## src/rtl/dma_pingpong_pkg.sv

```systemverilog
package dma_pingpong_pkg;
  localparam int DATA_W  = 32;
  localparam int CNT_W   = 14;
  localparam int WIN_W   = 12;
  localparam int SEL_W   = 5;
  localparam logic [SEL_W-1:0] SEL_BLOCKED = 5'd31;

  localparam logic [2:0] A_CTRL   = 3'd0;
  localparam logic [2:0] A_STAT   = 3'd1;
  localparam logic [2:0] A_MPTR   = 3'd2;
  localparam logic [2:0] A_MSEQ   = 3'd3;
  localparam logic [2:0] A_PPTR   = 3'd4;
  localparam logic [2:0] A_PSEQ   = 3'd5;
  localparam logic [2:0] A_GLOBAL = 3'd6;

  typedef struct packed {
    logic load;    // restart walkers from the pointer registers
    logic step;    // one word beat
    logic toPer;   // direction: memory to peripheral
  } walkCmd_t;
endpackage

```

## src/rtl/dma_ptr_walker.sv

```systemverilog
module dma_ptr_walker
  import dma_pingpong_pkg::*;
#(
  parameter int PTR_W = DATA_W,
  parameter int IDX_W = WIN_W
) (
  input  logic             clk,
  input  logic             rstN,
  input  logic             load,
  input  logic             step,
  input  logic [PTR_W-1:0] base,
  input  logic [IDX_W-1:0] window,
  output logic [PTR_W-1:0] ptr
);
  logic [PTR_W-1:0] startQ;
  logic [IDX_W-1:0] idxQ;
  logic             atEdge;

  assign atEdge = (window != '0) && (idxQ == window - 1'b1);

  always_ff @(posedge clk or negedge rstN) begin
    if (!rstN) begin
      ptr    <= '0;
      startQ <= '0;
      idxQ   <= '0;
    end else if (load) begin
      ptr    <= base;
      startQ <= base;
      idxQ   <= '0;
    end else if (step) begin
      if (atEdge) begin
        ptr  <= startQ;
        idxQ <= '0;
      end else begin
        ptr  <= ptr + PTR_W'(4);
        idxQ <= idxQ + 1'b1;
      end
    end
  end

  // linear advance when no window is selected
  p_linear_step_r5: assert property (@(posedge clk) disable iff (!rstN)
    (step && !load && window == '0) |=> ptr == $past(ptr) + PTR_W'(4));
  // the last word of a window sends the pointer back to its start
  p_wrap_return_r5: assert property (@(posedge clk) disable iff (!rstN)
    (step && !load && atEdge) |=> ptr == startQ);
  // a load takes the base presented at that edge
  p_load_base_r8: assert property (@(posedge clk) disable iff (!rstN)
    load |=> ptr == $past(base));
endmodule

```

## src/rtl/dma_pingpong_ctrl.sv

```systemverilog
module dma_pingpong_ctrl
  import dma_pingpong_pkg::*;
(
  input  logic              clk,
  input  logic              rstN,
  input  logic              regWe,
  input  logic [2:0]        regAddr,
  input  logic [DATA_W-1:0] regWdata,
  output logic [DATA_W-1:0] regRdata,
  input  logic              perReq,
  output logic              perAck,
  output logic              irq,
  output walkCmd_t          cmd,
  output logic [DATA_W-1:0] memBase,
  output logic [DATA_W-1:0] perBase,
  output logic [2:0]        memWrapCode,
  output logic [2:0]        perWrapCode
);
  logic [30:0]       ctrlQ;
  logic              enableQ, busyQ, intStatQ, pingQ;
  logic [CNT_W-1:0]  remQ;
  logic [DATA_W-1:0] memPtrQ, memSeqQ, perPtrQ, perSeqQ;
  logic              globalEnQ, irqMaskQ;

  logic              ieEoc, holdBit, toPer, onceBit, paced;
  logic [SEL_W-1:0]  reqSel;
  logic [CNT_W-1:0]  wordCnt;
  logic              wrCtrl, wrStat, startNow, stopNow, beatGo, lastBeat;

  assign ieEoc   = ctrlQ[30];
  assign holdBit = ctrlQ[29];
  assign toPer   = ctrlQ[28];
  assign onceBit = ctrlQ[27];
  assign paced   = ctrlQ[21];
  assign reqSel  = ctrlQ[20:16];
  assign wordCnt = ctrlQ[15:2];

  assign wrCtrl   = regWe && regAddr == A_CTRL;
  assign wrStat   = regWe && regAddr == A_STAT;
  assign startNow = wrCtrl && regWdata[31] && !busyQ;
  assign stopNow  = wrCtrl && !regWdata[31];

  assign beatGo   = busyQ && enableQ && !holdBit && reqSel != SEL_BLOCKED &&
                    (perReq || !paced) && !stopNow;
  assign lastBeat = beatGo && remQ == '0;

  assign cmd.load  = startNow || (lastBeat && !onceBit && pingQ);
  assign cmd.step  = beatGo;
  assign cmd.toPer = toPer;

  assign perAck      = beatGo && paced;
  assign irq         = globalEnQ && irqMaskQ && intStatQ && ieEoc;
  assign memBase     = memPtrQ;
  assign perBase     = perPtrQ;
  assign memWrapCode = memSeqQ[18:16];
  assign perWrapCode = perSeqQ[18:16];

  always_ff @(posedge clk or negedge rstN) begin
    if (!rstN) begin
      ctrlQ     <= '0;
      memPtrQ   <= '0;
      memSeqQ   <= '0;
      perPtrQ   <= '0;
      perSeqQ   <= '0;
      globalEnQ <= 1'b0;
      irqMaskQ  <= 1'b0;
    end else if (regWe) begin
      unique case (regAddr)
        A_CTRL:   ctrlQ   <= regWdata[30:0];
        A_MPTR:   memPtrQ <= regWdata;
        A_MSEQ:   memSeqQ <= regWdata;
        A_PPTR:   perPtrQ <= regWdata;
        A_PSEQ:   perSeqQ <= regWdata;
        A_GLOBAL: begin
          globalEnQ <= regWdata[31];
          irqMaskQ  <= regWdata[0];
        end
        default: ;
      endcase
    end
  end

  always_ff @(posedge clk or negedge rstN) begin
    if (!rstN) begin
      enableQ <= 1'b0;
      busyQ   <= 1'b0;
      pingQ   <= 1'b0;
      remQ    <= '0;
    end else if (stopNow) begin
      enableQ <= 1'b0;
      busyQ   <= 1'b0;
    end else if (startNow) begin
      enableQ <= 1'b1;
      busyQ   <= 1'b1;
      pingQ   <= 1'b0;
      remQ    <= regWdata[15:2];
    end else if (beatGo) begin
      if (remQ == '0) begin
        if (onceBit) begin
          enableQ <= 1'b0;
          busyQ   <= 1'b0;
        end else begin
          pingQ <= ~pingQ;
          remQ  <= wordCnt;
        end
      end else begin
        remQ <= remQ - 1'b1;
      end
    end
  end

  always_ff @(posedge clk or negedge rstN) begin
    if (!rstN)                       intStatQ <= 1'b0;
    else if (lastBeat)               intStatQ <= 1'b1;
    else if (wrStat && regWdata[30]) intStatQ <= 1'b0;
  end

  always_comb begin
    unique case (regAddr)
      A_CTRL:   regRdata = {enableQ, ctrlQ};
      A_STAT:   regRdata = {busyQ, intStatQ, 1'b0, pingQ, 12'd0, remQ, 2'd0};
      A_MPTR:   regRdata = memPtrQ;
      A_MSEQ:   regRdata = memSeqQ;
      A_PPTR:   regRdata = perPtrQ;
      A_PSEQ:   regRdata = perSeqQ;
      A_GLOBAL: regRdata = {globalEnQ, 30'd0, irqMaskQ};
      default:  regRdata = '0;
    endcase
  end

  // a blocked selector freezes busy and the remaining count
  p_freeze_hold_r9: assert property (@(posedge clk) disable iff (!rstN)
    (busyQ && reqSel == SEL_BLOCKED && !regWe) |=> busyQ && $stable(remQ));
  // acknowledge only from a running channel
  p_ack_running_r3: assert property (@(posedge clk) disable iff (!rstN)
    perAck |-> (busyQ && enableQ && perReq));
  // one-shot block end
  p_oneshot_end_r6: assert property (@(posedge clk) disable iff (!rstN)
    (lastBeat && onceBit) |=> (!busyQ && !enableQ && intStatQ));
  // half end in continuous mode
  p_half_flip_r7: assert property (@(posedge clk) disable iff (!rstN)
    (lastBeat && !onceBit) |=> (busyQ && pingQ != $past(pingQ) && intStatQ));
  // clearing enable stops at once
  p_stop_r10: assert property (@(posedge clk) disable iff (!rstN)
    stopNow |=> !busyQ);
  // interrupt needs the status bit
  p_irq_source_r12: assert property (@(posedge clk) disable iff (!rstN)
    irq |-> intStatQ);
endmodule

```

## src/rtl/dma_pingpong_datapath.sv

```systemverilog
module dma_pingpong_datapath
  import dma_pingpong_pkg::*;
(
  input  logic              clk,
  input  logic              rstN,
  input  walkCmd_t          cmd,
  input  logic [DATA_W-1:0] memBase,
  input  logic [DATA_W-1:0] perBase,
  input  logic [2:0]        memWrapCode,
  input  logic [2:0]        perWrapCode,
  input  logic [DATA_W-1:0] memRdata,
  input  logic [DATA_W-1:0] perRdata,
  output logic [DATA_W-1:0] memAddr,
  output logic [DATA_W-1:0] perAddr,
  output logic              memWe,
  output logic              memRe,
  output logic              perWe,
  output logic [DATA_W-1:0] memWdata,
  output logic [DATA_W-1:0] perWdata
);
  logic [WIN_W-1:0] memWindow, perWindow;

  function automatic logic [WIN_W-1:0] memWin(input logic [2:0] code);
    return (code == 3'd0) ? '0 : (WIN_W'(16) << code);
  endfunction

  function automatic logic [WIN_W-1:0] perWin(input logic [2:0] code);
    return (code == 3'd0) ? '0 : (WIN_W'(1) << (code - 3'd1));
  endfunction

  assign memWindow = memWin(memWrapCode);
  assign perWindow = perWin(perWrapCode);

  dma_ptr_walker #(.PTR_W(DATA_W), .IDX_W(WIN_W)) memSide (
    .clk(clk), .rstN(rstN), .load(cmd.load), .step(cmd.step),
    .base(memBase), .window(memWindow), .ptr(memAddr));

  dma_ptr_walker #(.PTR_W(DATA_W), .IDX_W(WIN_W)) perSide (
    .clk(clk), .rstN(rstN), .load(cmd.load), .step(cmd.step),
    .base(perBase), .window(perWindow), .ptr(perAddr));

  assign memWe    = cmd.step && !cmd.toPer;
  assign memRe    = cmd.step && cmd.toPer;
  assign perWe    = cmd.step && cmd.toPer;
  assign memWdata = perRdata;
  assign perWdata = memRdata;

  // exactly one side is written per beat
  p_one_writer_r4: assert property (@(posedge clk) disable iff (!rstN)
    cmd.step |-> $onehot({memWe, perWe}));
endmodule

```

## src/rtl/dma_pingpong_chan.sv

```systemverilog
module dma_pingpong_chan
  import dma_pingpong_pkg::*;
(
  input  logic        clk,
  input  logic        rstN,
  input  logic        regWe,
  input  logic [2:0]  regAddr,
  input  logic [31:0] regWdata,
  output logic [31:0] regRdata,
  input  logic        perReq,
  output logic        perAck,
  output logic [31:0] perAddr,
  output logic        perWe,
  output logic [31:0] perWdata,
  input  logic [31:0] perRdata,
  output logic [31:0] memAddr,
  output logic        memWe,
  output logic        memRe,
  output logic [31:0] memWdata,
  input  logic [31:0] memRdata,
  output logic        irq
);
  walkCmd_t          cmd;
  logic [DATA_W-1:0] memBase, perBase;
  logic [2:0]        memWrapCode, perWrapCode;

  dma_pingpong_ctrl ctrl (
    .clk(clk), .rstN(rstN), .regWe(regWe), .regAddr(regAddr),
    .regWdata(regWdata), .regRdata(regRdata), .perReq(perReq),
    .perAck(perAck), .irq(irq), .cmd(cmd), .memBase(memBase),
    .perBase(perBase), .memWrapCode(memWrapCode), .perWrapCode(perWrapCode));

  dma_pingpong_datapath dpath (
    .clk(clk), .rstN(rstN), .cmd(cmd), .memBase(memBase), .perBase(perBase),
    .memWrapCode(memWrapCode), .perWrapCode(perWrapCode),
    .memRdata(memRdata), .perRdata(perRdata), .memAddr(memAddr),
    .perAddr(perAddr), .memWe(memWe), .memRe(memRe), .perWe(perWe),
    .memWdata(memWdata), .perWdata(perWdata));
endmodule

```

## config.mk

```make
export PLATFORM = sky130hd
export DESIGN_NAME = dma_pingpong_chan
export DESIGN_NICKNAME = d
export VERILOG_FILES = /design/src/rtl/dma_pingpong_pkg.sv /design/src/rtl/dma_ptr_walker.sv /design/src/rtl/dma_pingpong_ctrl.sv /design/src/rtl/dma_pingpong_datapath.sv /design/src/rtl/dma_pingpong_chan.sv
export SDC_FILE = /design/constraint.sdc
export NUM_CORES = 1
export LEC_CHECK = 0
export BUFFER_PORTS_ARGS = -buffer_cell sky130_fd_sc_hd__buf_2
export CORE_UTILIZATION = 25
export CTS_CLUSTER_SIZE = 12
export DETAILED_ROUTE_END_ITERATION = 8
export GPL_TIMING_DRIVEN = 0
export MAX_ROUTING_LAYER = met4
export PLACE_DENSITY_LB_ADDON = 0.25
export SYNTH_ARGS = -nofsm -noshare
export SYNTH_HDL_FRONTEND = slang
export SYNTH_HIERARCHICAL = 1
export SYNTH_SLANG_ARGS = --single-unit
```

## constraint.sdc

```tcl
create_clock -name clk -period 6.2 [get_ports clk]
set_clock_uncertainty 0.05 [all_clocks]
set_input_delay 0.62 -clock clk [delete_from_list [all_inputs] [get_ports clk]]
set_output_delay 0.62 -clock clk [all_outputs]
set_load 0.02 [all_outputs]
```

==> run summary <==
CELLS AND AREA
------------------------------------------------------------------------------
Commonest cells after routing, fill and taps aside                330 x dfrtp_1, 213 x buf_2, 197 x mux2_2
Relative area change from synthesis to final layout                     20.75%
Layout Nets                                                               2138
Fillers                                                                   7455
Layout cell share with drive strength beyond 1                          0.2882
Post-layout utilization of the core                                     0.3052
Sequential cell area                                              0.008258 mm²
Non-Filler Instances                                                      3014
Most common cell after layout, fill and taps aside                     dfrtp_1
Multi-input logic area                                            0.008678 mm²

POWER
------------------------------------------------------------------------------
P_int                                                                  5012 µW
IR Drop Worst-Case VDD                                               0.1909 mV
Total net switching power                                              2759 µW
Sw Share                                                                0.3550
Portion of total power attributed to sequential cells                    0.425
P per Cell Area                                                   356.2 mW/mm²
Leak pwr                                                           0.009485 µW
Clock network power share                                                0.301
Comb power frac                                                          0.274

CLOCK NETWORK
------------------------------------------------------------------------------
CTS root buf                                                         clkbuf_16
Clock transition at the registers of the reported paths                0.07 ns
Clock tree from TritonCTS                                                  yes
Clock latency on the worst-skew pair                                   0.57 ns
Cts bufs inserted                                                           39
Maximum clock path buffer count                                              3
CTS H-Tree Depth                                                             2
Count of clock tree sinks                                                  330

PLACE
------------------------------------------------------------------------------
Placed Cells incl. Taps                                                   2936
Input/output buffers                                                       201
RePlAce Congestion                                                      0.9004
DP Wirelength                                                         47.52 mm

TIMING
------------------------------------------------------------------------------
Slew of the pin with the lowest slew margin                           1.339 ns
RSZ-0062 raised after global routing                                     false
Endpoints failing setup                                                      0
Final critical-path required period                                   4.971 ns
Number of hold-slack violations in the final timing report                   0
Final slew viol count                                                        0
Max Fclk                                                             201.2 MHz
Rel. slew slack                                                        0.09884
Post-route clock period utilization                                     0.8018
Smallest hold slack                                                  0.3060 ns

WORST SETUP PATH
------------------------------------------------------------------------------
Data arrival at the endpoint of the critical path                      5.32 ns
Depth of the most critical reg-to-reg path                                  11
Setup crit end kind                                                       flop
Worst endpoint required time                                           6.55 ns
Crit start category                                                       flop
Maximum fanout along the worst path                                         13
Start-to-end type of the worst setup path                           reg -> reg

DRT
------------------------------------------------------------------------------
Wire per inst                                                         21.01 µm
DRT Wirelength                                                        63.34 mm
Number of remaining DRC errors                                               0
Via count of the routed design                                           15040
Detailed-route vias per instance                                         4.990
Count of nets left with antenna violations after detail routing              0
Iteration-0 DRC count of the detailed router                               996
First-pass iteration count of the detailed router                            7

FLOORPLANNING
------------------------------------------------------------------------------
I/O pin cnt                                                                268
Die footprint                                                      0.07334 mm²
Core area                                                          0.07149 mm²
Starting Density                                                        0.2527
Row Count                                                                   98
Height of the die                                                     270.8 µm
Die X-Extent                                                          270.8 µm

SYNTH
------------------------------------------------------------------------------
Number of synthesized flops with an enable pin                               0
Count of mapped cells out of synthesis                                    1741
Async set-reset flop share out of synthesis                              1.000
Flip-flop and latch count after synthesis                                  330
Distinct cell type count after synthesis                                    85
Cell area after synthesis                                          0.01807 mm²
Share of synthesized area occupied by flip-flops and latches            0.4571
Number of warnings printed during yosys synthesis                            6
Post-synthesis area per instance                                     10.38 µm²
Top_reg_cell synth                                                     dfrtp_1

GLOBAL ROUTING
------------------------------------------------------------------------------
Largest net degree at the start of global routing                          106
Overall overflow remaining after global route                                0
Initial antenna violation count                                             17
Wire length of the first global-routing pass                          95.29 mm
Number of global-route vias before repair                                14870
GRT Overall Usage                                                       0.1751

STATUS
------------------------------------------------------------------------------
Status                                                            finished clean

JOB
------------------------------------------------------------------------------
Max-cap violations                                                           0

WORST HOLD PATH
------------------------------------------------------------------------------
Hold path depth                                                              2
Worst hold path type                                                 in -> reg

## flip-flops by register name, summed over array words and instances (netlist names)
name	cells
ctrl/irqMaskQ	1
ctrl/perBase	32
ctrl/perSeqQ	32
ctrl/globalEnQ	1
dpath/memSide/ptr	32
ctrl/intStatQ	1
dpath/perSide/startQ	32
ctrl/pingQ	1
ctrl/memBase	32
ctrl/busyQ	1
dpath/perSide/idxQ	12
ctrl/memSeqQ	32
ctrl/remQ	14
dpath/memSide/idxQ	12
dpath/perSide/ptr	32
dpath/memSide/startQ	32
ctrl/ctrlQ	31
## power by group through the flow
stage / sequential, µW / clock (µW) / combinational [µW]
floorplan: 3240 / 0 / 1350
global placement: 3330 / 0 / 2070
detailed placement: 3340 / 0 / 2130
CTS: 3310 / 2410 / 2140
global route: 3380 / 2490 / 2340
finish: 3300 / 2340 / 2130
## layout make-up
class                   instances  share of cell area
flip-flops and latches        330              0.3785
clock inverters                12            0.007169
clock buffers                  55             0.05116
repair buffers                205             0.05082
diodes                         10            0.001147
plain buffers                 182             0.04973
well taps                     950             0.05449
inverters                      53            0.009120
multi-input cells            1217              0.3978
## routing by layer
layer	up-vias	part of all wire	global-route usage
met5	-	0	-
met3	73	0.063	0.03382
met1	7639	0.45	0.2302
met4	0	0.024	0.04490
li1	6817	-	-
met2	510	0.47	0.2745
## final timing paths
check / from / to / slack, ns
setup / recovery: ctrl/remQ[0] / dpath/memSide/ptr[25] / 1.23
hold / removal: regWdata[19] / ctrl/perBase[19] / 0.31
setup reg to reg: ctrl/remQ[0] / dpath/memSide/ptr[25] / 1.23
hold reg to reg: dpath/perSide/startQ[27] / dpath/perSide/startQ[27] / 0.45
max in group asynchronous: rstN / dpath/memSide/ptr[24] / 4.24
min in group asynchronous: rstN / dpath/perSide/ptr[6] / 0.48
## critical path: stages (launching register included)
cell and delay, ns:
dfrtp_1 0.44, inv_1 0.12, ha_1 0.23, nor4b_1 0.45
nand4_1 0.59, nor4_1 0.51, nand2_1 0.10, nand2_1 0.54
clkbuf_1 0.43, clkbuf_1 0.64, clkbuf_1 0.52, o221ai_1 0.19
## logic make-up after synthesis
kind of cell	share of synthesized area
xor gates and xnor gates	0.03781
adders and majority gates	0.004848
buffers and inverters	0.07106
DFF	0.4571
other	0.0002076
muxes	0.1551
AOI/OAI and AO/OA	0.1375
and+or+nand+nor	0.1363
## timing repair
| action | 4_1_cts | 5_1_grt |
|---|---|---|
| hold buffers | 1 | 0 |
| buffers inserted | 0 | 0 |
| endpoints found under the hold margin | 34 | 0 |
| gates resized for setup | 0 | 0 |
## stage by stage
stage | cell area (µm²) | setup TNS, ns | power (µW) | setup WS [ns]
global route | 21810 | 0 | 8206 | 0.9521
floorplan | 18220 | 0 | 4595 | 2.762
global placement | 20410 | -742.84 | 5404 | -2.303
detailed placement | 20510 | 0 | 5470 | 1.265
finish | 21810 | 0 | 7770 | 1.229
CTS | 21790 | 0 | 7855 | 1.236
## Yosys cell counts (7+ instances only)
cell type,n,area share
nand2_1,120,0.025
a221o_1,12,0.0066
nor2b_1,20,0.0069
and4_1,9,0.0044
nand2b_1,10,0.0035
a2bb2oi_1,7,0.0034
nor2_1,80,0.017
xor2_1,39,0.019
or3_1,7,0.0024
mux2i_1,55,0.030
nor4_1,12,0.0042
o221ai_1,19,0.0092
xnor2_1,39,0.019
nor3_1,31,0.0086
inv_1,51,0.011
mux2_2,197,0.12
a21oi_1,86,0.024
nand4_1,20,0.0069
or4_1,8,0.0033
buf_1,13,0.0027
o21ai_0,79,0.022
a22oi_1,55,0.023
and2_1,8,0.0028
and3_1,34,0.012
buf_4,76,0.032
o31ai_1,7,0.0029
a31oi_1,20,0.0069
nand3_1,63,0.017
ha_1,7,0.0048
nor3b_1,8,0.0033
clkbuf_1,67,0.014
buf_2,13,0.0036
a21o_1,8,0.0033
o211ai_1,25,0.010
dfrtp_1,330,0.46
buf_6,11,0.0069
No activity file was read; power rests on OpenSTA's default activity.
